--- config.mk ---
export PLATFORM = sky130hd
export DESIGN_NAME = smram_gate
export DESIGN_NICKNAME = d
export VERILOG_FILES = /design/src/rtl/smram_pkg.sv /design/src/rtl/smram_cfg_regs.sv /design/src/rtl/smram_range_match.sv /design/src/rtl/smram_rsp_stage.sv /design/src/rtl/smram_gate.sv
export SDC_FILE = /design/constraint.sdc
export NUM_CORES = 1
export LEC_CHECK = 0
export BUFFER_PORTS_ARGS = -buffer_cell sky130_fd_sc_hd__buf_2
export CAP_MARGIN = 20
export CELL_PAD_IN_SITES_DETAIL_PLACEMENT = 1
export CELL_PAD_IN_SITES_GLOBAL_PLACEMENT = 1
export CORE_ASPECT_RATIO = 1.1
export CORE_MARGIN = 1.5
export CORE_UTILIZATION = 33
export DETAILED_ROUTE_END_ITERATION = 8
export GPL_TIMING_DRIVEN = 1
export MAX_ROUTING_LAYER = met4
export PLACE_DENSITY = 0.76
export REMOVE_ABC_BUFFERS = 1
export SYNTH_ARGS = -nofsm -noshare
export SYNTH_HDL_FRONTEND = slang
export SYNTH_SLANG_ARGS = --single-unit
--- constraint.sdc ---
create_clock -name clk -period 4.9 [get_ports clk]
set_clock_uncertainty 0.1 [all_clocks]
set_input_delay 0 -clock clk [delete_from_list [all_inputs] [get_ports clk]]
set_output_delay 0 -clock clk [all_outputs]
set_load 0.02 [all_outputs]
--- src/rtl/smram_pkg.sv ---
`timescale 1ns/1ps
// Shared definitions for the management-memory access gate.
// Assumes byte addressing; fixed windows are given as 64-bit constants
// and narrowed by each user to its own address width.
package smram_pkg;

    localparam int NUM_REGIONS = 3;

    typedef enum logic [1:0] {
        REGION_NONE = 2'd0,
        REGION_LOW  = 2'd1,
        REGION_HIGH = 2'd2,
        REGION_TOP  = 2'd3
    } region_e;

    typedef enum logic [1:0] {
        CFG_CTRL  = 2'd0,
        CFG_BASE  = 2'd1,
        CFG_SIZE  = 2'd2,
        CFG_SPARE = 2'd3
    } cfg_sel_e;

    localparam int CTRL_OPEN_BIT = 0;
    localparam int CTRL_LOCK_BIT = 1;

    localparam logic [63:0] LOW_FIRST  = 64'h0000_0000_000A_0000;
    localparam logic [63:0] LOW_LAST   = 64'h0000_0000_000B_FFFF;
    localparam logic [63:0] HIGH_FIRST = 64'h0000_0000_FEDA_0000;
    localparam logic [63:0] HIGH_LAST  = 64'h0000_0000_FEDB_FFFF;

endpackage

--- src/rtl/smram_cfg_regs.sv ---
`timescale 1ns/1ps
// Control and window registers. Holds the open bit, the sticky lock bit and
// the programmable window base and size. Assumes one write per cycle; once
// the lock bit is 1, every write is dropped until reset.
module smram_cfg_regs
    import smram_pkg::*;
#(
    parameter int AW = 32
) (
    input  logic          clk,
    input  logic          rst_n,
    input  logic          we,
    input  logic [1:0]    sel,
    input  logic [AW-1:0] wdata,
    output logic          open_q,
    output logic          lock_q,
    output logic [AW-1:0] base_q,
    output logic [AW-1:0] size_q,
    output logic [AW-1:0] rdata
);

    // Register update: writes accepted only while the lock bit is clear.
    always_ff @(posedge clk) begin
        if (!rst_n) begin
            open_q <= 1'b0;
            lock_q <= 1'b0;
            base_q <= '0;
            size_q <= '0;
        end else if (we && !lock_q) begin
            case (cfg_sel_e'(sel))
                CFG_CTRL: begin
                    open_q <= wdata[CTRL_OPEN_BIT];
                    lock_q <= wdata[CTRL_LOCK_BIT];
                end
                CFG_BASE: base_q <= wdata;
                CFG_SIZE: size_q <= wdata;
                default:  ;
            endcase
        end
    end

    // Read mux for the selected register.
    always_comb begin
        rdata = '0;
        case (cfg_sel_e'(sel))
            CFG_CTRL: begin
                rdata[CTRL_OPEN_BIT] = open_q;
                rdata[CTRL_LOCK_BIT] = lock_q;
            end
            CFG_BASE: rdata = base_q;
            CFG_SIZE: rdata = size_q;
            default:  rdata = '0;
        endcase
    end

endmodule

--- src/rtl/smram_range_match.sv ---
`timescale 1ns/1ps
// Overlap test between one access and one inclusive address window.
// Bounds carry one extra bit so that neither the access end nor the window
// end can wrap past the top of the address space.
module smram_range_match #(
    parameter int AW    = 32,
    parameter int LEN_W = 3
) (
    input  logic             en,
    input  logic [AW:0]      first,
    input  logic [AW:0]      last,
    input  logic [AW-1:0]    addr,
    input  logic [LEN_W-1:0] len,
    output logic             hit
);

    logic [AW:0] acc_first;
    logic [AW:0] acc_last;

    // Span of the access in widened arithmetic.
    always_comb begin
        acc_first = {1'b0, addr};
        acc_last  = acc_first + (AW+1)'(len);
    end

    // Any shared byte counts as a hit.
    assign hit = en && (acc_last >= first) && (acc_first <= last);

endmodule

--- src/rtl/smram_rsp_stage.sv ---
`timescale 1ns/1ps
// Response register. Captures the verdict of the current request and the
// memory read data, and presents them one cycle later. Refused reads are
// replaced by all ones; writes answer with zero data.
module smram_rsp_stage #(
    parameter int DW = 64
) (
    input  logic          clk,
    input  logic          rst_n,
    input  logic          acc_valid,
    input  logic          acc_write,
    input  logic          acc_blocked,
    input  logic [1:0]    acc_region,
    input  logic [DW-1:0] mem_rdata,
    output logic          rsp_valid,
    output logic [DW-1:0] rsp_rdata,
    output logic [1:0]    rsp_region,
    output logic          rsp_blocked
);

    // Register the response for one cycle.
    always_ff @(posedge clk) begin
        if (!rst_n) begin
            rsp_valid   <= 1'b0;
            rsp_rdata   <= '0;
            rsp_region  <= '0;
            rsp_blocked <= 1'b0;
        end else begin
            rsp_valid <= acc_valid;
            if (acc_valid) begin
                rsp_region  <= acc_region;
                rsp_blocked <= acc_blocked;
                if (acc_write)
                    rsp_rdata <= '0;
                else if (acc_blocked)
                    rsp_rdata <= '1;
                else
                    rsp_rdata <= mem_rdata;
            end
        end
    end

endmodule

--- src/rtl/smram_gate.sv ---
`timescale 1ns/1ps
// Management-memory access gate (top). Decodes each request against the low,
// high and programmable windows, picks the region by fixed priority, and
// forwards the request to memory unless it hits a window from normal mode
// with the gate closed. Assumes memory returns read data in the same cycle.
module smram_gate
    import smram_pkg::*;
#(
    parameter int AW    = 32,
    parameter int DW    = 64,
    parameter int LEN_W = 3
) (
    input  logic             clk,
    input  logic             rst_n,
    input  logic             req_valid,
    output logic             req_ready,
    input  logic [AW-1:0]    req_addr,
    input  logic [LEN_W-1:0] req_len,
    input  logic             req_write,
    input  logic [DW-1:0]    req_wdata,
    input  logic             cpu_smm,
    input  logic             cfg_we,
    input  logic [1:0]       cfg_sel,
    input  logic [AW-1:0]    cfg_wdata,
    output logic [AW-1:0]    cfg_rdata,
    output logic             mem_valid,
    output logic [AW-1:0]    mem_addr,
    output logic [LEN_W-1:0] mem_len,
    output logic             mem_write,
    output logic [DW-1:0]    mem_wdata,
    input  logic [DW-1:0]    mem_rdata,
    output logic             rsp_valid,
    output logic [DW-1:0]    rsp_rdata,
    output logic [1:0]       rsp_region,
    output logic             rsp_blocked
);

    logic                   ctrl_open;
    logic                   ctrl_lock;
    logic [AW-1:0]          top_base;
    logic [AW-1:0]          top_size;
    logic [AW:0]            win_first [NUM_REGIONS];
    logic [AW:0]            win_last  [NUM_REGIONS];
    logic [NUM_REGIONS-1:0] win_en;
    logic [NUM_REGIONS-1:0] win_hit;
    region_e                region;
    logic                   allowed;

    smram_cfg_regs #(.AW(AW)) u_cfg (
        .clk    (clk),
        .rst_n  (rst_n),
        .we     (cfg_we),
        .sel    (cfg_sel),
        .wdata  (cfg_wdata),
        .open_q (ctrl_open),
        .lock_q (ctrl_lock),
        .base_q (top_base),
        .size_q (top_size),
        .rdata  (cfg_rdata)
    );

    // Window bounds: two fixed, one from the config registers.
    always_comb begin
        win_first[0] = (AW+1)'(LOW_FIRST);
        win_last[0]  = (AW+1)'(LOW_LAST);
        win_en[0]    = 1'b1;
        win_first[1] = (AW+1)'(HIGH_FIRST);
        win_last[1]  = (AW+1)'(HIGH_LAST);
        win_en[1]    = 1'b1;
        win_first[2] = {1'b0, top_base};
        win_last[2]  = {1'b0, top_base} + {1'b0, top_size} - (AW+1)'(1);
        win_en[2]    = |top_size;
    end

    // One overlap comparator per window.
    for (genvar g = 0; g < NUM_REGIONS; g++) begin : g_match
        smram_range_match #(.AW(AW), .LEN_W(LEN_W)) u_match (
            .en    (win_en[g]),
            .first (win_first[g]),
            .last  (win_last[g]),
            .addr  (req_addr),
            .len   (req_len),
            .hit   (win_hit[g])
        );
    end

    // Priority pick: lowest index wins.
    always_comb begin
        region = REGION_NONE;
        for (int i = NUM_REGIONS - 1; i >= 0; i--) begin
            if (win_hit[i])
                region = region_e'(2'(i + 1));
        end
    end

    // Access verdict: protected hits pass only in management mode or when open.
    assign allowed = (region == REGION_NONE) || cpu_smm || ctrl_open;

    // Forwarding to memory.
    assign req_ready = 1'b1;
    assign mem_valid = req_valid && allowed;
    assign mem_addr  = req_addr;
    assign mem_len   = req_len;
    assign mem_write = req_write;
    assign mem_wdata = req_wdata;

    smram_rsp_stage #(.DW(DW)) u_rsp (
        .clk         (clk),
        .rst_n       (rst_n),
        .acc_valid   (req_valid),
        .acc_write   (req_write),
        .acc_blocked (!allowed),
        .acc_region  (region),
        .mem_rdata   (mem_rdata),
        .rsp_valid   (rsp_valid),
        .rsp_rdata   (rsp_rdata),
        .rsp_region  (rsp_region),
        .rsp_blocked (rsp_blocked)
    );

endmodule

==> summary.md, run 1 <==
| Metric | Value |
|---|---|
| Max-capacitance violation count | `0` |
| Internal cell power | `3.11 mW` |
| Crit start category | `flip-flop` |
| Unrepaired setup endpoints after global routing | `yes` |
| Path class of the lowest-slack min-delay path | `in -> reg` |
| Met2 track demand over resource | `51.0%` |
| Number of distinct library cells after synthesis | `65` |
| Root buffer selected by CTS | `clkbuf_16` |
| Pin count of the biggest net entering global routing | `73` |
| Busiest layer in global routing | `met2` |
| First-pass GRT wire length | `88.0 mm` |
| Number of register bits inferred by synthesis | `134` |
| TNS Setup | `-41.42 ns` |
| Number of global-route vias before repair | `14,700` |
| Initial antenna violation count | `19` |
| Floorplan Core Area | `0.0353 mm²` |
| Critical-path maximum fanout | `13` |
| Clock network fraction of total power | `31.0%` |
| GR Layer Usage met1 | `38.5%` |
| Per-cell via count in the routed design | `5.71` |
| Count of pins over their slew limit | `0` |
| Type of the setup path with the least slack | `reg -> reg` |
| GR met3 Demand/Resource | `7.30%` |
| Clock tree from TritonCTS | `built` |
| DP Worst Slack | `-0.876 ns` |
| Number of hold violations in the final report | `0` |
| Maximum clock rate | `178 MHz` |
| R2R Setup Slk | `-0.72 ns` |
| Max IR drop VDD | `0.000254 V` |
| Max_slew headroom | `22.3%` |
| Number of warnings issued by yosys | `0` |
| Clock insertion delay at the later pin of the skew report | `0.44 ns` |
| Antenna viol nets, final | `0` |
| Cell count after placement | `2,295` |
| Drt first-iter violations | `861` |
| Number of buffers created by CTS | `17` |
| Endpoint of the most critical register-to-register path | `u_rsp.rsp_rdata[18]` |
| Minimum hold slack | `0.103 ns` |
| Flip-flop cell with the highest count after synthesis | `dfxtp_1` |
| All-Layer GR Usage | `31.7%` |
| GP Congestion | `0.907` |
| Share of total power in combinational logic | `44.5%` |
| WHS Path Cells | `5` |
| Final setup slack of the worst path | `-0.715 ns` |
| Actual slew at the worst max-slew pin | `1.16 ns` |
| Worst hold start | `cfg_sel[1]` |
| Filler instances | `4,289` |
| Count of cells along the worst register-to-register path | `27` |
| Area growth from synthesis to layout | `46.0%` |
| Number of I/O pins | `405` |
| Area of all placed cells without fillers | `0.0173 mm²` |
| Overall via count from detail_route | `14,500` |
| DIE AREA | `0.0371 mm²` |
| Number of standard cells in the layout, taps in and fillers out | `2,538` |
| Die boundary height | `202 µm` |
| Total power draw | `4.91 mW` |
| Post-synth design cell area | `0.0119 mm²` |
| Number of cells produced by synthesis | `1,578` |
| Outcome | `finished, violations left` |
| Kind of end point of the critical path | `flip-flop` |
| Leakage power | `7.70 nW` |
| Share of flip-flops with an asynchronous set or reset after synthesis | `0%` |
| Sequential group share of total power | `24.5%` |
| Overall overflow remaining after global route | `0` |
| Drc violations | `0` |
| Areal power density over the cells | `283 mW/mm²` |
| Placement Cell Area | `0.0139 mm²` |
| Mean routed wirelength per cell | `24.7 µm` |
| Switching share of power | `36.7%` |
| Layout cells sized above 1 | `29.4%` |
| Initial standard-cell utilization of the core | `33.6%` |
| Signal arrival time at the worst endpoint | `5.77 ns` |
| CP Data Required Time | `5.05 ns` |
| Horizontal die dimension | `184 µm` |
| CTS H-Tree Depth | `4` |
| Number of port buffers | `275` |
| Sinks on the clock net | `134` |
| Number of buffers on the longest clock path | `2` |
| DP HPWL | `38.7 mm` |
| Final critical-path share of the clock period | `115%` |
| Final setup violation count | `68` |
| EDFF count, synth | `0` |
| Total number of nets in the final design | `2,362` |
| Row cnt | `72` |
| Mean cell area of the mapped netlist | `7.52 µm²` |
| Net switching power of the design | `1.80 mW` |
| Sequential fraction of the synthesis area | `22.6%` |
| Worst hold path endpoint | `u_cfg.open_q` |
| Iteration count of the initial detailed-routing pass | `5` |
| Origin of the critical flop-to-flop path | `u_cfg.base_q[1]` |
| Post-layout min period | `5.62 ns` |
| Final cell utilization of the core | `49.1%` |
| Worst-path clk slew | `0.07 ns` |
| Violated checks | `negative setup slack` |
| Sum of routed wire length over all layers | `62.8 mm` |
## repair_timing
action                     4_1_cts  5_1_grt
buffers inserted                16       11
pin swaps                       16       24
gates resized for setup         45      102
cloned                           1        2
hold endpoints to repair       198        0
hold buffers                   163        0
setup endpoints to repair       68       68
## final cells by class
class	count	area (µm²)	share of cell area [%]
diodes	23	57.6	0.332
clock inverters	11	221	1.28
clock buffers	19	453	2.61
repair buffers	610	4440	25.6
multi-input cells	1109	8280	47.8
inverters	151	567	3.27
flip-flops and latches	134	2710	15.6
well taps	481	602	3.47
## registers in the layout (all words and copies together), names as in the netlist
| signal | count |
|---|---|
| u_rsp.rsp_rdata | 64 |
| u_cfg.base_q | 32 |
| u_cfg.size_q | 32 |
| u_rsp.rsp_region | 2 |
| u_cfg.lock_q | 1 |
| u_cfg.open_q | 1 |
| u_rsp.rsp_blocked | 1 |
| u_rsp.rsp_valid | 1 |
## worst max path at each step
stage                                from                  end  slack, ns  cells past startpoint
after detailed placement  u_cfg.base_q[7]  u_rsp.rsp_rdata[58]      -0.88                     26
after CTS                 u_cfg.base_q[1]            mem_valid      -0.54                     25
after global placement    u_cfg.base_q[7]            mem_valid      -0.73                     26
final                     u_cfg.base_q[1]  u_rsp.rsp_rdata[18]      -0.72                     27
after floorplan           u_cfg.size_q[7]   u_rsp.rsp_rdata[0]      -1.90                     20
after global routing      u_cfg.base_q[5]  u_rsp.rsp_rdata[16]      -0.93                     29
## power by group through the flow
stage / logic [mW] / clock network, mW / registers [mW]
2_1_floorplan: 0.852 / 0 / 1.25
3_5_place_dp: 1.61 / 0 / 1.21
4_1_cts: 1.93 / 1.51 / 1.19
5_1_grt: 2.34 / 1.58 / 1.21
3_3_place_gp: 1.55 / 0 / 1.21
6_report: 2.19 / 1.52 / 1.20
## metal layers
layer,routed length (µm),part of all wire (%)
met2,29300,47
met3,5160,8.2
met1,25200,40
met4,3150,5.0
met5,0,0
## critical path: stages (launching register included)
cell and delay (ns):
dfxtp_2 0.35, inv_2 0.06, ha_4 0.27, inv_2 0.06, ha_4 0.20, fa_2 0.37, a211oi_4 0.28, buf_4 0.17
buf_4 0.10, buf_4 0.10, o21bai_1 0.07, a21oi_1 0.31, o21bai_1 0.13, a21oi_1 0.19, xor2_1 0.09, ha_1 0.28
nand4_1 0.13, or4_4 0.55, o2111ai_2 0.19, a31oi_1 0.10, a31oi_1 0.21, a221oi_2 0.11, buf_4 0.18, buf_6 0.12
nor2_4 0.25, buf_4 0.18, buf_12 0.16, a31oi_1 0.11
## Yosys cell counts, types with 3 or more instances
cell type	n	share of area, %
a2bb2oi_1	64	4.7
o31ai_1	4	0.25
inv_1	151	4.8
a22oi_1	33	2.1
nor2_1	112	3.5
o21bai_1	6	0.38
a221oi_1	4	0.30
a31oi_1	77	4.1
nand3_1	24	1.0
a21oi_1	98	4.1
o21a_1	6	0.38
xor2_1	30	2.2
nand2b_1	5	0.26
a21o_1	26	1.6
or2_2	3	0.16
or4_1	4	0.25
and2_1	8	0.42
nor2b_1	38	2.0
a21boi_0	67	4.2
o2111ai_1	4	0.30
a222oi_1	3	0.25
and4_1	6	0.44
buf_2	13	0.55
dfxtp_1	134	23
nand4_1	22	1.2
nor4_1	20	1.1
nand2_1	184	5.8
xnor2_1	21	1.5
o211ai_1	6	0.38
buf_4	102	6.5
and3_1	7	0.37
a211oi_1	10	0.63
o21ai_0	26	1.1
a211o_1	4	0.30
nor3_1	14	0.59
ha_1	134	14
clkbuf_1	68	2.2
or3_1	3	0.16
## cell usage in the layout, fill, tap and decap left out, drive strengths merged, types with 5 or more instances in the layout
cell and instances:
nand3 24, a21boi 67, o21ai 28, and2 8
xnor2 21, diode 23, nand2b 5, o21a 6
bufinv 6, nor4 21, and3 7, a211oi 10
a21oi 98, o21bai 6, a221oi 5, nor3 14
a31oi 77, dlygate4sd3 163, xor2 30, buf 445
and4 8, a21o 26, nand2 184, a2bb2oi 64
nor2b 38, clkbuf 21, nor2 112, inv 153
dfxtp 134, nand4 23, or4 5, a22oi 33
o211ai 6, ha 134
## cells by family after synthesis
family / Yosys count / synth area share (%)
DFF: 134 / 22.6
AOI/OAI and AO/OA: 460 / 26.9
buffers and inverters: 335 / 14.0
adders and majority gates: 136 / 14.5
xor gates and xnor gates: 51 / 3.76
and+or+nand+nor: 459 / 18.0
other: 1 / 0.0316
muxes: 2 / 0.179
(Power assumes the default switching activity.)
==> inputs of run 2 (changes only) <==
--- a/config.mk
+++ b/config.mk
@@ -7,2 +7,3 @@
 export LEC_CHECK = 0
+export ABC_AREA = 1
 export BUFFER_PORTS_ARGS = -buffer_cell sky130_fd_sc_hd__buf_2
@@ -14,2 +15,3 @@
 export CORE_UTILIZATION = 33
+export CTS_BUF_LIST = sky130_fd_sc_hd__clkbuf_4 sky130_fd_sc_hd__clkbuf_8 sky130_fd_sc_hd__clkbuf_16
 export DETAILED_ROUTE_END_ITERATION = 8
==> constraint.sdc (replaced) <==
create_clock -name clk -period 4.9 [get_ports clk]
set_clock_uncertainty 0.1 [all_clocks]
set_input_delay 0.245 -clock clk [delete_from_list [all_inputs] [get_ports clk]]
set_output_delay 0.245 -clock clk [all_outputs]
set_load 0.02 [all_outputs]
==> run 2 against run 1 <==
The run now ends clean. Worst hold slack got worse by 0.082 ns. Combinational power is 3% lower. Global-route usage down 7.5 points. Non-clock buffer count shrank 246. Sequential share of layout area rose by 2.2 points. Clock-buffer cell count increased by 1. Via count down 14%. Power shrank 2.6%. Critical endpoint is now mem_valid.
==> summary.md, run 2 <==
| Metric | Value |
|---|---|
| Die boundary height | `208 µm (was 202 µm)` |
| Commonest non-fill, non-tap cell in the layout | `nand2_1 (was buf_2)` |
| Placement Cell Area | `0.0138 mm² (was 0.0139 mm²)` |
| Antenna viol nets, final | `0 (unchanged)` |
| Number of buffers on the longest clock path | `2 (unchanged)` |
| Number of warnings issued by yosys | `0 (unchanged)` |
| Pin count of the biggest net entering global routing | `70 (was 73)` |
| Kind of end point of the critical path | `primary output (was flip-flop)` |
| EDFF count, synth | `0 (unchanged)` |
| Overall via count from detail_route | `12,500 (was 14,500)` |
| Sum of routed wire length over all layers | `47.6 mm (was 62.8 mm)` |
| Root buffer selected by CTS | `clkbuf_16 (unchanged)` |
| Signal arrival time at the worst endpoint | `4.43 ns (was 5.77 ns)` |
| First-pass GRT wire length | `71.3 mm (was 88.0 mm)` |
| Crit start category | `flip-flop (unchanged)` |
| Iteration count of the initial detailed-routing pass | `5 (unchanged)` |
| Number of distinct library cells after synthesis | `47 (was 65)` |
| Leakage power | `7.47 nW (was 7.70 nW)` |
| Number of hold violations in the final report | `0 (unchanged)` |
| Cell taking the most area after synthesis | `dfxtp_1 (unchanged)` |
| Largest cells by area after synthesis | `dfxtp_1 21%, ha_1 13%, nand2_1 10% (was dfxtp_1 23%, ha_1 14%, buf_4 6.5%)` |
| Initial antenna violation count | `3 (was 19)` |
| Number of standard cells in the layout, taps in and fillers out | `2,515 (was 2,538)` |
| Combined area of the multi-input logic cells | `0.00796 mm² (was 0.00828 mm²)` |
| Maximum clock rate | `210 MHz (was 178 MHz)` |
| Mean routed wirelength per cell | `18.9 µm (was 24.7 µm)` |
| Total number of nets in the final design | `2,344 (was 2,362)` |
| DP HPWL | `37.7 mm (was 38.7 mm)` |
| Share of flip-flops with an asynchronous set or reset after synthesis | `0% (unchanged)` |
| Final critical-path share of the clock period | `97.4% (was 115%)` |
| Overall overflow remaining after global route | `0 (unchanged)` |
| Cell count after placement | `2,444 (was 2,295)` |
| Critical-path maximum fanout | `4 (was 13)` |
| Worst-path clk slew | `0.06 ns (was 0.07 ns)` |
| Drc violations | `0 (unchanged)` |
| Count of pins over their slew limit | `0 (unchanged)` |
| Area used by sequential logic in the layout | `0.00270 mm² (was 0.00271 mm²)` |
| Max-capacitance violation count | `0 (unchanged)` |
| Number of register bits inferred by synthesis | `134 (unchanged)` |
| Areal power density over the cells | `315 mW/mm² (was 283 mW/mm²)` |
| Total power draw | `4.78 mW (was 4.91 mW)` |
| CTS H-Tree Depth | `4 (unchanged)` |
| Sequential fraction of the synthesis area | `21.4% (was 22.6%)` |
| Post-synth design cell area | `0.0126 mm² (was 0.0119 mm²)` |
| Number of cells produced by synthesis | `1,779 (was 1,578)` |
| Row cnt | `74 (was 72)` |
| Max IR drop VDD | `0.000173 V (was 0.000254 V)` |
| Number of port buffers | `275 (unchanged)` |
| Area growth from synthesis to layout | `21.0% (was 46.0%)` |
| Initial standard-cell utilization of the core | `33.6% (about the same)` |
| Floorplan Core Area | `0.0373 mm² (was 0.0353 mm²)` |
| Minimum hold slack | `0.0207 ns (was 0.103 ns)` |
| Top library cells by usage in the layout, fill and taps aside | `335 x nand2_1, 279 x inv_1, 274 x buf_2 (was 274 x buf_2, 184 x nand2_1, 163 x dlygate4sd3_1)` |
| Top flop regs | `u_rsp.rsp_rdata x64, u_cfg.base_q x32, u_cfg.size_q x32 (unchanged)` |
| Number of global-route vias before repair | `12,800 (was 14,700)` |
| Horizontal die dimension | `189 µm (was 184 µm)` |
| Number of flip-flops in the largest register | `64 (unchanged)` |
| All-Layer GR Usage | `24.2% (was 31.7%)` |
| GP Congestion | `0.985 (was 0.907)` |
| Clock tree from TritonCTS | `built (unchanged)` |
| Layout cells sized above 1 | `33.3% (was 29.4%)` |
| Library cell with the highest instance count after synthesis | `nand2_1 (unchanged)` |
| Top cell types by occurrence after synthesis | `344 x nand2_1, 292 x inv_1, 161 x a21oi_1 (was 184 x nand2_1, 151 x inv_1, 134 x dfxtp_1, 134 x ha_1, 112 x nor2_1)` |
| Clock insertion delay at the later pin of the skew report | `0.44 ns (about the same)` |
| CP Data Required Time | `4.55 ns (was 5.05 ns)` |
| Filler instances | `4,760 (was 4,289)` |
| Sinks on the clock net | `134 (unchanged)` |
| Type of the setup path with the least slack | `reg -> out (was reg -> reg)` |
| Actual slew at the worst max-slew pin | `0.844 ns (was 1.16 ns)` |
| Path class of the lowest-slack min-delay path | `in -> reg (unchanged)` |
| Mean cell area of the mapped netlist | `7.06 µm² (was 7.52 µm²)` |
| Final setup slack of the worst path | `0.128 ns (was -0.715 ns)` |
| Per-cell via count in the routed design | `4.97 (was 5.71)` |
| Post-layout min period | `4.77 ns (was 5.62 ns)` |
| DIE AREA | `0.0392 mm² (was 0.0371 mm²)` |
| Number of I/O pins | `405 (unchanged)` |
| Flip-flop cell with the highest count after synthesis | `dfxtp_1 (unchanged)` |
| Outcome | `finished clean (was finished, violations left)` |
| DP Worst Slack | `-0.187 ns (was -0.876 ns)` |
| Share of the synthesized area in the top cell type | `21.4% (was 22.6%)` |
| Max_slew headroom | `43.2% (was 22.3%)` |
| Largest register by flop count | `u_rsp.rsp_rdata (unchanged)` |
| Final setup violation count | `0 (was 68)` |
| Number of buffers created by CTS | `17 (unchanged)` |
| Drt first-iter violations | `557 (was 861)` |
| Area of all placed cells without fillers | `0.0152 mm² (was 0.0173 mm²)` |
## run 2: changes by cell type after synthesis, moves of 61 or more
cell       previous run  this run
inv_1               151       292
a21boi_0             67         0
a21oi_1              98       161
nand2_2               0        70
a2bb2oi_1            64         0
nand2_1             184       344
nand2_4               0        61
a31oi_1              77         7
## run 2: report_power, final
group	total (mW)	leakage, nW	switching, mW	internal [mW]
Clock	1.47	0.316	0.537	0.935
Combinational	2.12	6.05	1.28	0.841
Sequential	1.19	1.10	0.0361	1.16
## run 2: stage by stage
step	utilization, %	TNS, ns
final	40.7	0
after global placement	36.9	0
after CTS	39.6	0
after floorplan	-	-6.28
after global routing	40.7	-5.79
after detailed placement	36.9	-6.81
## run 2: timing repair
item,4_1_cts,5_1_grt
resized for setup,23,84
setup buffers,6,14
setup endpoints to repair,65,65
endpoints found under the hold margin,27,0
pin swaps,6,39
hold buffers,20,0
## run 2: layout make-up
type,count,area share [%]
diodes,3,0.0494
clock inverters,12,1.32
repair buffers,364,14.1
multi-input cells,1193,52.4
clock buffers,20,3.03
inverters,295,7.30
flip-flops and latches,134,17.8
well taps,494,4.07
## run 2: worst max-delay path: stages (launching register included)
cell and delay (ns):
dfxtp_1 0.35, inv_1 0.09, ha_1 0.29, inv_1 0.04
ha_1 0.34, nand2_1 0.13, nor2_1 0.18, nor3b_1 0.27
nand2_1 0.11, nand2_2 0.13, a31oi_4 0.10, o21bai_1 0.23
a31oi_1 0.13, xor2_1 0.17, ha_1 0.31, nand2_1 0.08
nor4_2 0.22, nand3b_1 0.11, nor3_2 0.12, nor2_1 0.07
nand2_2 0.09, nand3_4 0.10, nand3_4 0.10, a21oi_4 0.07
buf_6 0.17
## run 2: layer usage
| metal | track usage, % | share of wire, % | vias up |
|---|---|---|---|
| li1 | - | - | 6012 |
| met1 | 27.9 | 42 | 5997 |
| met2 | 40.1 | 47 | 453 |
| met3 | 8.40 | 8.8 | 46 |
| met4 | 5.99 | 1.7 | 0 |
| met5 | - | 0 | - |
## run 2: final timing paths
kind | depth (start not counted) | start | endpoint | slack, ns
max | 24 | u_cfg.size_q[8] | mem_valid | 0.13
min | 3 | cfg_wdata[9] | u_cfg.base_q[9] | 0.02
max reg2reg | 35 | u_cfg.size_q[1] | u_rsp.rsp_rdata[18] | 0.17
min reg2reg | 2 | u_rsp.rsp_region[1] | u_rsp.rsp_region[1] | 0.37
## run 2: cell families after synthesis
logic type                 Yosys count  synth area share (%)
AOI/OAI and AO/OA                  337                  15.9
buffers and inverters              452                  18.5
and+or+nand+nor                    673                  27.3
xor gates and xnor gates            46                  3.21
other                                1                0.0299
adders and majority gates          136                  13.7
DFF                                134                  21.4
==> inputs of run 3 (changes only) <==
PLACE_DENSITY = 0.79   (was 0.76)
==> run 3 against run 2 <==
Setup slack got worse by 0.061 ns. Clock power fell by 5%. Power fell by 0.49%. Largest power group unchanged. Largest cell class unchanged. Sequential share of layout area barely moved. Cell count rose by 0.16%. Core utilization fell by 0.14 points. Maximum frequency fell by 1.3%. Clock-buffer cell count rose by 2. Worst hold slack got worse by 0.0034 ns. Register-to-register slack got worse by 0.10 ns. Non-clock buffer count rose by 1. Global-route usage rose by 0.86 points. Highest routed layer unchanged.
==> summary.md, run 3 (synthesis gave the netlist of run 2 again) <==
| Metric | Value |
|---|---|
| Number of hold violations in the final report | `0 (unchanged)` |
| Number of I/O pins | `405 (unchanged)` |
| DIE AREA | `0.0392 mm² (unchanged)` |
| Iteration count of the initial detailed-routing pass | `5 (unchanged)` |
| Per-cell via count in the routed design | `4.95 (was 4.97)` |
| Count of cells along the worst register-to-register path | `36 (was 35)` |
| R2R Setup Slk | `0.07 ns (was 0.17 ns)` |
| GP Congestion | `0.966 (was 0.985)` |
| CP Data Required Time | `5.16 ns (was 4.55 ns)` |
| DP Worst Slack | `-0.138 ns (was -0.187 ns)` |
| Path class of the lowest-slack min-delay path | `in -> reg (unchanged)` |
| Initial standard-cell utilization of the core | `33.6% (unchanged)` |
| Max-capacitance violation count | `0 (unchanged)` |
| Signal arrival time at the worst endpoint | `5.09 ns (was 4.43 ns)` |
| Type of the setup path with the least slack | `reg -> reg (was reg -> out)` |
| Internal cell power | `2.90 mW (was 2.93 mW)` |
| Overall overflow remaining after global route | `0 (unchanged)` |
| Total number of nets in the final design | `2,347 (was 2,344)` |
| Clock tree from TritonCTS | `built (unchanged)` |
| Number of global-route vias before repair | `13,000 (was 12,800)` |
| Count of pins over their slew limit | `0 (unchanged)` |
| Endpoint of the most critical register-to-register path | `u_rsp.rsp_rdata[38] (was u_rsp.rsp_rdata[18])` |
| Final setup slack of the worst path | `0.0670 ns (was 0.128 ns)` |
| Number of port buffers | `275 (unchanged)` |
| Mean routed wirelength per cell | `19.5 µm (was 18.9 µm)` |
| Unrepaired setup endpoints after global routing | `yes` |
| Layout cells sized above 1 | `31.7% (was 33.3%)` |
| Library cell contributing the largest single delay on the critical path | `dfxtp_1 (unchanged)` |
| Worst hold start | `cfg_wdata[30] (was cfg_wdata[9])` |
| Root buffer selected by CTS | `clkbuf_16 (unchanged)` |
| Max IR drop VDD | `0.000177 V (was 0.000173 V)` |
| Drt first-iter violations | `527 (was 557)` |
| Cell count after placement | `2,444 (unchanged)` |
| Pin count of the biggest net entering global routing | `70 (unchanged)` |
| Number of buffers on the longest clock path | `2 (unchanged)` |
| Number of standard cells in the layout, taps in and fillers out | `2,519 (was 2,515)` |
| Area growth from synthesis to layout | `20.6% (was 21.0%)` |
| Outcome | `finished clean (unchanged)` |
| Critical-path maximum fanout | `7 (was 4)` |
| Max_slew headroom | `19.2% (was 43.2%)` |
| Actual slew at the worst max-slew pin | `1.21 ns (was 0.844 ns)` |
| Maximum clock rate | `207 MHz (was 210 MHz)` |
| Worst path most repeated cell | `nand2_1` |
| Largest register by flop count | `u_rsp.rsp_rdata (unchanged)` |
| Clock insertion delay at the later pin of the skew report | `0.45 ns (was 0.44 ns)` |
| Number of buffers created by CTS | `17 (unchanged)` |
| Net switching power of the design | `1.85 mW (about the same)` |
| Commonest non-fill, non-tap cell in the layout | `nand2_1 (unchanged)` |
| CTS H-Tree Depth | `4 (unchanged)` |
| Antenna viol nets, final | `0 (unchanged)` |
| Worst-path clk slew | `0.07 ns (was 0.06 ns)` |
| Maximum single-stage delay on the critical path | `0.33 ns (was 0.35 ns)` |
| All-Layer GR Usage | `25.1% (was 24.2%)` |
| First-pass GRT wire length | `73.5 mm (was 71.3 mm)` |
| Minimum hold slack | `0.0172 ns (was 0.0207 ns)` |
| Worst hold path endpoint | `u_cfg.size_q[30] (was u_cfg.base_q[9])` |
| Final setup violation count | `0 (unchanged)` |
| Areal power density over the cells | `314 mW/mm² (was 315 mW/mm²)` |
| Number of flip-flops in the largest register | `64 (unchanged)` |
| Final critical-path share of the clock period | `98.6% (was 97.4%)` |
| Placement Cell Area | `0.0138 mm² (about the same)` |
| Clock network fraction of total power | `29.3% (was 30.8%)` |
| Top library cells by usage in the layout, fill and taps aside | `338 x nand2_1, 285 x inv_1, 274 x buf_2 (was 335 x nand2_1, 279 x inv_1, 274 x buf_2)` |
| Area of all placed cells without fillers | `0.0151 mm² (was 0.0152 mm²)` |
| Sum of routed wire length over all layers | `49.2 mm (was 47.6 mm)` |
| Top flop regs | `u_rsp.rsp_rdata x64, u_cfg.base_q x32, u_cfg.size_q x32 (unchanged)` |
| Switching share of power | `39.0% (was 38.7%)` |
| Post-layout min period | `4.83 ns (was 4.77 ns)` |
| Horizontal die dimension | `189 µm (unchanged)` |
| Row cnt | `74 (unchanged)` |
| Origin of the critical flop-to-flop path | `u_cfg.size_q[3] (was u_cfg.size_q[1])` |
| Leakage power | `7.51 nW (was 7.47 nW)` |
| Sinks on the clock net | `134 (unchanged)` |
| Floorplan Core Area | `0.0373 mm² (unchanged)` |
| Drc violations | `0 (unchanged)` |
| TNS Setup | `0 ns (unchanged)` |
| Initial antenna violation count | `4 (was 3)` |
| WHS Path Cells | `3 (unchanged)` |
| Share of total power in combinational logic | `45.6% (was 44.3%)` |
| DP HPWL | `38.5 mm (was 37.7 mm)` |
| Overall via count from detail_route | `12,500 (about the same)` |
| Kind of end point of the critical path | `flip-flop (was primary output)` |
| Crit start category | `flip-flop (unchanged)` |
| Sequential group share of total power | `25.1% (was 24.9%)` |
| Die boundary height | `208 µm (unchanged)` |
==> run 3: cell types whose count changed in the layout (fill, tap and decap cells not counted), sizes merged <==
cell / delta
clkbuf: +5
bufinv: -2
dlygate4sd3: -2
nand2: +2
clkinv: +1
clkinvlp: -1
diode: +1
==> run 3: metal layers <==
layer	track usage (%)	wire [µm]	vias to the layer above
met2	41.0	22900	454
met3	10.5	4710	70
met5	-	0	-
met4	6.98	1320	0
met1	27.9	20300	5909
li1	-	-	6034
==> run 3: critical path: cells and delay by family, from the launching register on <==
kind | cells | cell delay (ns)
AO/OA/AOI/OAI | 8 | 1.09
XOR/XNOR | 1 | 0.18
adder cells (fa/ha/maj) | 3 | 0.80
buffers and inverters | 9 | 1.07
flip-flops | 1 | 0.33
AND/OR/NAND/NOR | 15 | 1.15
==> run 3: layout make-up <==
class | instances | area, µm²
Inverter | 295 | 1110
Tap cell | 494 | 618
Clock buffer | 22 | 488
Clock inverter | 10 | 145
Timing Repair Buffer | 365 | 2260
Fill cell | 4767 | 22200
Multi-Input combinational cell | 1195 | 7820
Sequential cell | 134 | 2690
Antenna cell | 4 | 10.0
==> run 3: how the worst max path moves through the flow <==
stage,from,endpoint,slack (ns),depth (start not counted)
floorplan,req_valid,u_rsp.rsp_rdata[16],-0.18,4
global placement,u_cfg.size_q[1],u_rsp.rsp_rdata[24],0.05,34
detailed placement,u_cfg.size_q[1],u_rsp.rsp_rdata[10],-0.14,34
CTS,u_cfg.size_q[6],mem_valid,0.009,31
global route,u_cfg.size_q[4],u_rsp.rsp_rdata[48],-0.28,34
finish,u_cfg.size_q[3],u_rsp.rsp_rdata[38],0.07,36
==> run 3: power by group through the flow <==
| stage | logic [mW] | registers (mW) | clock network (mW) |
|---|---|---|---|
| after global routing | 2.39 | 1.20 | 1.47 |
| after detailed placement | 1.89 | 1.21 | 0 |
| after floorplan | 1.20 | 1.25 | 0 |
| final | 2.17 | 1.19 | 1.40 |
| after global placement | 1.83 | 1.21 | 0 |
| after CTS | 2.00 | 1.19 | 1.42 |
==> run 3: metrics by stage <==
stage               power [mW]  utilization [%]
floorplan                 2.45                -
global placement          3.04             37.0
detailed placement        3.10             37.0
CTS                       4.61             39.6
global route              5.06             40.6
finish                    4.76             40.6
==> run 3: what timing repair did <==
item                                    4_1_cts  5_1_grt
gates cloned                                  0        5
resized for setup                            27       47
hold buffers                                 18        0
setup buffers                                 7        9
endpoints found under the hold margin        25        0
endpoints found under the setup margin       63       66
pin swaps                                     9       24
